`config.mk`:
```
export PLATFORM = sky130hd
export DESIGN_NAME = dma_window_xlat
export DESIGN_NICKNAME = d
export VERILOG_FILES = /design/src/rtl/dxlat_pkg.sv /design/src/rtl/xlat_window.sv /design/src/rtl/xlat_pick.sv /design/src/rtl/xlat_ctrl.sv /design/src/rtl/dma_window_xlat.sv
export SDC_FILE = /design/constraint.sdc
export NUM_CORES = 1
export LEC_CHECK = 0
export BUFFER_PORTS_ARGS = -buffer_cell sky130_fd_sc_hd__buf_2
export CAP_MARGIN = 0
export CELL_PAD_IN_SITES_DETAIL_PLACEMENT = 0
export CELL_PAD_IN_SITES_GLOBAL_PLACEMENT = 1
export CORE_AREA = 2 2 407 409
export CTS_CLUSTER_SIZE = 25
export DETAILED_ROUTE_END_ITERATION = 10
export DIE_AREA = 0 0 409 411
export PLACE_DENSITY_LB_ADDON = 0.1
export SLEW_MARGIN = 15
export SYNTH_ARGS = -nofsm -noshare
export SYNTH_HDL_FRONTEND = slang
export SYNTH_SLANG_ARGS = --single-unit
```
`constraint.sdc`:
```
create_clock -name clk -period 4.86 [get_ports clk]
set_input_delay 0.243 -clock clk [delete_from_list [all_inputs] [get_ports clk]]
set_output_delay 0.243 -clock clk [all_outputs]
set_load 0.02 [all_outputs]
```
`src/rtl/dxlat_pkg.sv`:
```
package dxlat_pkg;

    localparam int ADDR_W = 64;

    localparam logic [ADDR_W-1:0] CMP_FIELD = 64'h0000_0000_FFF0_0000;
    localparam logic [ADDR_W-1:0] LOW_FIELD = 64'h0000_0000_000F_FFFF;
    localparam logic [ADDR_W-1:0] IDX_FIELD = 64'h0000_0000_000F_E000;
    localparam logic [ADDR_W-1:0] ALIGN_LOW = 64'h0000_0000_0000_03FF;
    localparam int PAGE_SHIFT = 13;
    localparam int PTE_SHIFT  = 10;
    localparam int PFN_SHIFT  = 12;

    typedef enum logic [1:0] {
        ST_IDLE  = 2'd0,
        ST_FETCH = 2'd1,
        ST_DONE  = 2'd2
    } xl_state_e;

    typedef struct packed {
        logic              hit;
        logic              sg;
        logic [ADDR_W-1:0] direct_addr;
        logic [ADDR_W-1:0] pte_addr;
    } win_res_t;

    function automatic logic win_match(input logic [ADDR_W-1:0] bus,
                                       input logic [ADDR_W-1:0] base,
                                       input logic [ADDR_W-1:0] mask);
        logic [ADDR_W-1:0] cmp;
        cmp = ~mask & CMP_FIELD;
        return ((bus & cmp) == (base & cmp));
    endfunction

    function automatic logic [ADDR_W-1:0] direct_map(input logic [ADDR_W-1:0] bus,
                                                     input logic [ADDR_W-1:0] mask,
                                                     input logic [ADDR_W-1:0] xbase);
        logic [ADDR_W-1:0] off;
        off = (mask & CMP_FIELD) | LOW_FIELD;
        return (xbase & ~off) | (bus & off);
    endfunction

    function automatic logic [ADDR_W-1:0] pte_locate(input logic [ADDR_W-1:0] bus,
                                                     input logic [ADDR_W-1:0] mask,
                                                     input logic [ADDR_W-1:0] xbase);
        logic [ADDR_W-1:0] keep;
        logic [ADDR_W-1:0] idx;
        keep = ~(((mask & CMP_FIELD) >> PTE_SHIFT) | ALIGN_LOW);
        idx  = (mask & CMP_FIELD) | IDX_FIELD;
        return (xbase & keep) | ((bus & idx) >> PTE_SHIFT);
    endfunction

    function automatic logic [ADDR_W-1:0] sg_final(input logic [ADDR_W-1:0] entry,
                                                   input logic [PAGE_SHIFT-1:0] page_off);
        logic [ADDR_W-1:0] pfn;
        pfn = entry & ~{{(ADDR_W-1){1'b0}}, 1'b1};
        return (pfn << PFN_SHIFT) | {{(ADDR_W-PAGE_SHIFT){1'b0}}, page_off};
    endfunction

endpackage

```
`src/rtl/xlat_window.sv`:
```
module xlat_window
    import dxlat_pkg::*;
(
    input  logic [ADDR_W-1:0] base_i,
    input  logic [ADDR_W-1:0] mask_i,
    input  logic [ADDR_W-1:0] xbase_i,
    input  logic [ADDR_W-1:0] bus_i,
    output win_res_t          res_o
);

    logic matched;

    always_comb begin
        matched           = win_match(bus_i, base_i, mask_i);
        res_o.hit         = matched & base_i[0];
        res_o.sg          = base_i[1];
        res_o.direct_addr = direct_map(bus_i, mask_i, xbase_i);
        res_o.pte_addr    = pte_locate(bus_i, mask_i, xbase_i);
    end

endmodule

```
`src/rtl/xlat_pick.sv`:
```
module xlat_pick
    import dxlat_pkg::*;
#(
    parameter int NUM_WIN = 4
) (
    input  win_res_t           res_i [NUM_WIN],
    output logic [NUM_WIN-1:0] sel_oh_o,
    output logic               any_hit_o,
    output win_res_t           chosen_o
);

    logic [NUM_WIN:0] blocked;

    assign blocked[0] = 1'b0;

    genvar k;
    generate
        for (k = 0; k < NUM_WIN; k++) begin : g_prio
            assign sel_oh_o[k]  = res_i[k].hit & ~blocked[k];
            assign blocked[k+1] = blocked[k] | res_i[k].hit;
        end
    endgenerate

    assign any_hit_o = blocked[NUM_WIN];

    always_comb begin
        chosen_o = '0;
        for (int j = 0; j < NUM_WIN; j++) begin
            if (sel_oh_o[j]) begin
                chosen_o = res_i[j];
            end
        end
    end

endmodule

```
`src/rtl/xlat_ctrl.sv`:
```
module xlat_ctrl
    import dxlat_pkg::*;
#(
    parameter int DMA_W = 34
) (
    input  logic              clk,
    input  logic              rst,
    input  logic              req_valid_i,
    input  logic [ADDR_W-1:0] req_addr_i,
    input  logic              any_hit_i,
    input  win_res_t          chosen_i,
    output logic              mem_req_valid_o,
    input  logic              mem_req_ready_i,
    output logic [ADDR_W-1:0] mem_req_addr_o,
    input  logic              mem_rsp_valid_i,
    input  logic [ADDR_W-1:0] mem_rsp_data_i,
    output logic              done_o,
    output logic [ADDR_W-1:0] result_o,
    output logic              hit_o
);

    localparam logic [ADDR_W-1:0] DMA_MASK =
        {{(ADDR_W-DMA_W){1'b0}}, {DMA_W{1'b1}}};

    xl_state_e               state_q;
    logic [ADDR_W-1:0]       result_q;
    logic [ADDR_W-1:0]       pte_q;
    logic [PAGE_SHIFT-1:0]   page_off_q;
    logic                    sent_q;
    logic                    hit_q;

    always_ff @(posedge clk) begin
        if (rst) begin
            state_q    <= ST_IDLE;
            result_q   <= '0;
            pte_q      <= '0;
            page_off_q <= '0;
            sent_q     <= 1'b0;
            hit_q      <= 1'b0;
        end else begin
            unique case (state_q)
                ST_IDLE: begin
                    if (req_valid_i) begin
                        hit_q <= any_hit_i;
                        if (any_hit_i && chosen_i.sg) begin
                            pte_q      <= chosen_i.pte_addr;
                            page_off_q <= req_addr_i[PAGE_SHIFT-1:0];
                            sent_q     <= 1'b0;
                            state_q    <= ST_FETCH;
                        end else begin
                            result_q <= any_hit_i ? (chosen_i.direct_addr & DMA_MASK)
                                                  : req_addr_i;
                            state_q  <= ST_DONE;
                        end
                    end
                end
                ST_FETCH: begin
                    if (!sent_q && mem_req_ready_i) begin
                        sent_q <= 1'b1;
                    end
                    if (sent_q && mem_rsp_valid_i) begin
                        result_q <= sg_final(mem_rsp_data_i, page_off_q) & DMA_MASK;
                        state_q  <= ST_DONE;
                    end
                end
                ST_DONE: begin
                    state_q <= ST_IDLE;
                end
                default: begin
                    state_q <= ST_IDLE;
                end
            endcase
        end
    end

    assign mem_req_valid_o = (state_q == ST_FETCH) && !sent_q;
    assign mem_req_addr_o  = pte_q;
    assign done_o          = (state_q == ST_DONE);
    assign result_o        = result_q;
    assign hit_o           = hit_q;

endmodule

```
`src/rtl/dma_window_xlat.sv`:
```
module dma_window_xlat
    import dxlat_pkg::*;
#(
    parameter int NUM_WIN = 4,
    parameter int DMA_W   = 34
) (
    input  logic                      clk,
    input  logic                      rst,
    input  logic [NUM_WIN*ADDR_W-1:0] win_base_i,
    input  logic [NUM_WIN*ADDR_W-1:0] win_mask_i,
    input  logic [NUM_WIN*ADDR_W-1:0] win_xbase_i,
    input  logic                      req_valid_i,
    input  logic [ADDR_W-1:0]         req_addr_i,
    output logic                      mem_req_valid_o,
    input  logic                      mem_req_ready_i,
    output logic [ADDR_W-1:0]         mem_req_addr_o,
    input  logic                      mem_rsp_valid_i,
    input  logic [ADDR_W-1:0]         mem_rsp_data_i,
    output logic                      done_o,
    output logic [ADDR_W-1:0]         result_o
);

    win_res_t           win_res [NUM_WIN];
    win_res_t           chosen;
    logic [NUM_WIN-1:0] sel_oh;
    logic               any_hit;
    logic               hit_q;

    genvar k;
    generate
        for (k = 0; k < NUM_WIN; k++) begin : g_win
            xlat_window u_win (
                .base_i  (win_base_i [k*ADDR_W +: ADDR_W]),
                .mask_i  (win_mask_i [k*ADDR_W +: ADDR_W]),
                .xbase_i (win_xbase_i[k*ADDR_W +: ADDR_W]),
                .bus_i   (req_addr_i),
                .res_o   (win_res[k])
            );
        end
    endgenerate

    xlat_pick #(.NUM_WIN(NUM_WIN)) u_pick (
        .res_i     (win_res),
        .sel_oh_o  (sel_oh),
        .any_hit_o (any_hit),
        .chosen_o  (chosen)
    );

    xlat_ctrl #(.DMA_W(DMA_W)) u_ctrl (
        .clk             (clk),
        .rst             (rst),
        .req_valid_i     (req_valid_i),
        .req_addr_i      (req_addr_i),
        .any_hit_i       (any_hit),
        .chosen_i        (chosen),
        .mem_req_valid_o (mem_req_valid_o),
        .mem_req_ready_i (mem_req_ready_i),
        .mem_req_addr_o  (mem_req_addr_o),
        .mem_rsp_valid_i (mem_rsp_valid_i),
        .mem_rsp_data_i  (mem_rsp_data_i),
        .done_o          (done_o),
        .result_o        (result_o),
        .hit_o           (hit_q)
    );

endmodule

```
==> reports/metrics.yaml, run 1 <==
drtAntennaViolNets: 0
slowest_delay_ns: 0.70
drtPass1Iterations: 5
cts_tree: "done"
synthesis.area_mm2: 0.00907
synthFlopType: "dfxtp_1"
ctsHoldBuffers: 128
hold_viol: 0
hold_class: "primary input to register"
drv_slew: 0
cp-end-kind: "register"
critPathLaunch: "req_addr_i[28]"
numCtsBuffers: 17
syn_area_per_cell_um2: 7.83
path_class: "primary input to register"
max_freq_ghz: 0.249
synth_top_area_share_pct: 31.1
grt_pass1_wl_mm: 122
p_per_area_mw_per_mm2: 242
place.gp.congestion: 0.756
synth_cell_types: 65
grtUsageTotal_pct: 10.9
area_growth_pct: 81.6
dpl_cell_area_mm2: 0.0145
gr-total-overflow: 0
root_buffer: "clkbuf_16"
tns_ns: 0
maxCapViolations: 0
async_flop_share_pct: 0
seq_area_frac_synth_pct: 31.1
cts_setup_buffers: 0
cp_data_arrival_time_ns: 4.44
cp_cell_sequence: "buf_2, xnor2_1, o22ai_1, nor3_1, and2_2, o311ai_4, a2111o_2, buf_4, a21oi_1, a21oi_1, dlygate4sd3_1"
worst_pin_slew_ns: 0.949
fin_crit_ns: 4.02
clk_latency_ns: 0.56
syn_inst: 1158
vias: 12300
regToRegSetupSlack_ns: 1.85
cp_slowest_cell: "and2_2"
endpoint: "u_ctrl.mem_req_addr_o[47]"
crit_top_cell: "a21oi_1"
grt_setup_unrepaired: "false"
ys.warnings.count: 0
num_rows: 149
routed_wl_mm: 92.8
ys_seq_elements: 141
placedCellCount: 3832
yosys-top-cells-area: "dfxtp_1 (31%), a21oi_1 (8.6%), o21ai_0 (5.7%)"
rr_endpoint: "u_ctrl.result_o[17]"
max-clock-path-buffers: 2
clk_pin_slew_ns: 0.09
design_power_total_mw: 3.99
fin_area_mm2: 0.0165
die_y_um: 411
cts-htree-levels: 4
grt_max_degree: 53
crit_path_start_kind: "primary input"
fillers: 19300
crit-reg2reg-launch: "u_ctrl.state_q[0]"
remaining_drc_errors: 0
dieArea_mm2: 0.168
start_util_pct: 5.53
seq_area_mm2: 0.00282
synth_area_leader_cell: "dfxtp_1"
period_share_pct: 82.8
status: "completed"
clock-sinks: 141
cp.required_ns: 5.28
reg2regPathDepth: 7
dr.first_iter.drc_count: 734
critPathMaxFanout: 33
cts_resized: 0
num_io_pins: 1031
stdcell_count: 4004
max_slew_margin_pct: 36.7
multi_input_comb_area_mm2: 0.00560
irDropWorstVdd_v: 0.000315
synth-edff-count: 0
core_mm2: 0.164
die_w_um: 409
setup_viol: 0
drive_gt1_share_pct: 37.4
final_nets: 2691
via_per_inst: 3.07
grt_pass1_vias: 12800
leakage_nw: 6.53
skew_ns: 0.0360
grt_antenna_before_repair: 95
place_hpwl_mm: 75.1
wl_per_cell_um: 23.2
io_buffer_count: 536
synth_stat cells, drive strengths merged, types with 22 or more instances:
master	number
buf	61
inv	35
nand3	58
nor2	37
o21ai	105
mux2i	30
dfxtp	141
a311oi	22
nor3	31
a221o	36
a21oi	156
o22ai	24
o211ai	31
clkbuf	56
xnor2	48
nand2	104
state kept, by name, indices dropped and copies added (netlist names):
register,flops
u_ctrl.result_o,64
u_ctrl.sent_q,1
u_ctrl.mem_req_addr_o,61
u_ctrl.page_off_q,13
u_ctrl.state_q,2
cell families (layout without fill, tap and decap cells):
| kind of cell | Yosys count | after routing | synth area share, % |
|---|---|---|---|
| flops | 141 | 141 | 31.1 |
| other cells | 1 | 15 | 0.0414 |
| compound gates | 479 | 479 | 35.3 |
| buf+inv | 152 | 795 | 7.84 |
| xor+xnor | 48 | 48 | 4.64 |
| mux | 37 | 37 | 4.18 |
| simple gates | 300 | 300 | 16.9 |
area by class of cell:
cell class	instances	area share, %
inverters	35	0.798
clock buffers	18	2.67
clock inverters	14	1.05
flip-flops and latches	141	17.1
repair buffers	728	27.5
well taps	2189	16.6
multi-input cells	867	34.0
diodes	12	0.182
worst min-delay path by stage:
stage / from / to / cells after the start
6_report: win_xbase_i[28] / u_ctrl.mem_req_addr_o[28] / 3
5_1_grt: win_xbase_i[218] / u_ctrl.mem_req_addr_o[26] / 3
4_1_cts: win_xbase_i[40] / u_ctrl.mem_req_addr_o[40] / 3
3_5_place_dp: u_ctrl.result_o[25] / u_ctrl.result_o[25] / 2
3_3_place_gp: u_ctrl.page_off_q[5] / u_ctrl.page_off_q[5] / 2
2_1_floorplan: req_addr_i[0] / u_ctrl.page_off_q[0] / 2
worst max-delay path, delay by kind of cell:
family / cells / cell delay [ns]
AO/OA/AOI/OAI: 5 / 1.39
XOR/XNOR: 1 / 0.32
buffers and inverters: 3 / 1.10
AND/OR/NAND/NOR: 2 / 1.31
per-layer routing:
| layer | GRT usage, % | vias to the layer above | part of all wire (%) |
|---|---|---|---|
| met5 | 0 | - | 0.41 |
| met4 | 2.12 | 66 | 1.1 |
| met3 | 4.32 | 100 | 9.2 |
| met2 | 15.0 | 562 | 39 |
| met1 | 15.7 | 5920 | 50 |
| li1 | - | 5640 | - |
per-stage QoR:
| stage | hold slack (ns) | worst slack (ns) | util [%] |
|---|---|---|---|
| 6_report | 0.0772 | 0.837 | 10.1 |
| 5_1_grt | 0.0619 | 0.583 | 10.0 |
| 4_1_cts | 0.000703 | 0.836 | 10.0 |
| 3_5_place_dp | 0.444 | 0.484 | 8.88 |
| 3_3_place_gp | 0.443 | 0.419 | 8.88 |
| 2_1_floorplan | 0.379 | 2.22 | - |
cell usage in the layout, fill, tap and decap left out, drive strengths merged, types with 20 or more instances in the layout:
cell type	count
a21oi	156
nor2	37
o211ai	31
a221oi	20
nand2	104
mux2i	30
a221o	36
o21ai	105
a311oi	22
dlygate4sd3	128
inv	43
dfxtp	141
o22ai	24
xnor2	48
nand3	58
nor3	31
buf	600
where the power goes:
part	switching [mW]	internal (mW)	total, mW
Clock	0.779	0.789	1.57
Combinational	0.708	0.444	1.15
Sequential	0.0399	1.23	1.27
Note: power is estimated with default switching activity, not from simulation.
==> run 2: changes to the inputs <==
--- a/config.mk
+++ b/config.mk
@@ -9,10 +9,10 @@
 export CAP_MARGIN = 0
 export CELL_PAD_IN_SITES_DETAIL_PLACEMENT = 0
 export CELL_PAD_IN_SITES_GLOBAL_PLACEMENT = 1
-export CORE_AREA = 2 2 407 409
+export CORE_AREA = 2 2 398 400
 export CTS_CLUSTER_SIZE = 25
 export DETAILED_ROUTE_END_ITERATION = 10
-export DIE_AREA = 0 0 409 411
+export DIE_AREA = 0 0 400 402
 export PLACE_DENSITY_LB_ADDON = 0.1
 export SLEW_MARGIN = 15
 export SYNTH_ARGS = -nofsm -noshare
==> constraint.sdc (replaced) <==
create_clock -name clk -period 3.52 [get_ports clk]
set_input_delay 0.176 -clock clk [delete_from_list [all_inputs] [get_ports clk]]
set_output_delay 0.176 -clock clk [all_outputs]
set_load 0.02 [all_outputs]
==> reports/metrics.yaml, run 2 (synthesized netlist as in run 1, its figures left out) <==
num_io_pins: 1031
area_growth_pct: 94.9
final_nets: 2817
max_freq_ghz: 0.293
cp.required_ns: 3.99
grt_max_degree: 62
setup_viol: 0
leakage_nw: 7.16
place.gp.congestion: 0.765
cp-end-kind: "register"
grt_antenna_before_repair: 83
grtUsageTotal_pct: 11.2
maxCapViolations: 0
cts_tree: "done"
grt_pass1_vias: 13100
irDropWorstVdd_v: 0.000448
cts-htree-levels: 4
dieArea_mm2: 0.161
largest_register_ffs: 64
numCtsBuffers: 17
fin_area_mm2: 0.0177
cts_setup_buffers: 0
skew_ns: 0.0179
fillers: 18300
clk_pin_slew_ns: 0.08
layout_common_cells: "buf_2 (535), a21oi_1 (156), dlygate4sd3_1 (152)"
cp_data_arrival_time_ns: 3.88
drtAntennaViolNets: 0
die_w_um: 400
remaining_drc_errors: 0
cp_num_buf_inv: 7
drv_slew: 0
regToRegSetupSlack_ns: 0.82
whs_path_depth: 3
hold_class: "primary input to register"
p_per_area_mw_per_mm2: 317
cp_slowest_cell: "dlygate4sd3_1"
wl_per_cell_um: 22.9
grt_pass1_wl_mm: 120
max_slew_margin_pct: 13.6
reg2regPathDepth: 8
critPathTopFamily: "buffers and inverters"
hold_viol: 0
rr_endpoint: "u_ctrl.result_o[17]"
max-clock-path-buffers: 2
design_power_total_mw: 5.60
period_share_pct: 96.9
crit_top_cell: "buf_4"
path_class: "primary input to register"
num_rows: 146
clock-sinks: 141
dr.first_iter.drc_count: 822
start_util_pct: 5.77
via_per_inst: 3.20
io_buffer_count: 536
clk_latency_ns: 0.52
core_mm2: 0.157
crit-reg2reg-launch: "u_ctrl.state_q[0]"
status: "completed"
critPathMaxFanout: 15
drtPass1Iterations: 5
routed_wl_mm: 92.0
fin_crit_ns: 3.41
slowest_delay_ns: 0.58
cp_cell_sequence: "buf_2, xnor2_1, o22ai_2, buf_4, or4_4, or2_4, buf_4, o311ai_4, buf_12, and3_4, buf_4, buf_12, nor3_1, a311oi_1, dlygate4sd3_1"
path_depth: 15
place_hpwl_mm: 75.8
worst_pin_slew_ns: 1.28
dpl_cell_area_mm2: 0.0155
crit_path_start_kind: "primary input"
layout_commonest_cell: "buf_2"
hp-start: "win_xbase_i[224]"
root_buffer: "clkbuf_16"
die_y_um: 402
hold_end: "u_ctrl.mem_req_addr_o[32]"
grt_setup_unrepaired: "false"
vias: 12900
gr-total-overflow: 0
drive_gt1_share_pct: 40.5
[run 2: changes by cell type in the layout (fill, tap and decap cells not counted), sizes merged]
| cell | delta |
|---|---|
| bufinv | -1 |
| diode | +9 |
| inv | -2 |
| clkinv | +2 |
| buf | +102 |
| dlygate4sd3 | +24 |
[run 2: worst reg2reg max path, delay by kind of cell, from the launching register on]
family | cells | cell delay (ns)
AOI/OAI and AO/OA | 2 | 0.68
buffers and inverters | 3 | 0.92
DFF | 1 | 0.53
and+or+nand+nor | 3 | 0.52
[run 2: metal layers]
metal,global-route usage [%],part of all wire (%),up-vias
met3,5.23,11,98
met5,0,0.39,-
li1,-,-,5908
met1,15.9,48,6189
met4,2.26,1.3,58
met2,15.2,39,604
[run 2: report_power, final]
group          leakage (nW)  switching [mW]  internal (mW)
combinational          5.73            1.02          0.758
sequential             1.15          0.0550           1.70
clock                 0.278            1.07           1.00
[run 2: what timing repair did]
item,4_1_cts,5_1_grt
cloned,0,0
pin swaps,0,1
endpoints found under the hold margin,124,0
hold buffers,152,0
gates resized for setup,2,3
setup endpoints to repair,2,6
[run 2: area by class of cell]
class	instances	area [um2]	area share (%)
tap	2072	2590	14.7
antenna	21	52.6	0.297
inverter	35	131	0.743
timing repair buffer	854	5880	33.3
clock inverter	13	130	0.736
clock buffer	18	439	2.49
multi-input combinational	867	5630	31.8
sequential	141	2820	16.0
[run 2: how the worst max path moves through the flow]
stage | from | to | slack [ns]
2_1_floorplan | req_addr_i[26] | u_ctrl.mem_req_addr_o[25] | 0.95
3_3_place_gp | req_addr_i[21] | u_ctrl.result_o[27] | -0.81
3_5_place_dp | req_addr_i[21] | u_ctrl.result_o[27] | -0.81
4_1_cts | req_addr_i[21] | u_ctrl.result_o[24] | 0.09
5_1_grt | req_addr_i[26] | u_ctrl.result_o[14] | 0.04
6_report | req_addr_i[26] | u_ctrl.result_o[17] | 0.11
[run 2: stage by stage]
step / hold WS, ns / setup TNS, ns / utilization (%) / instances / setup slack, ns
floorplan: 0.312 / 0 / - / 1160 / 0.949
global placement: 0.433 / -21.46 / 9.87 / 3817 / -0.813
detailed placement: 0.435 / -20.54 / 9.87 / 3817 / -0.805
CTS: 0.00302 / 0 / 11.2 / 4000 / 0.0858
global route: 0.00542 / 0 / 11.2 / 4002 / 0.0404
finish: 0.0421 / 0 / 11.2 / 4021 / 0.109
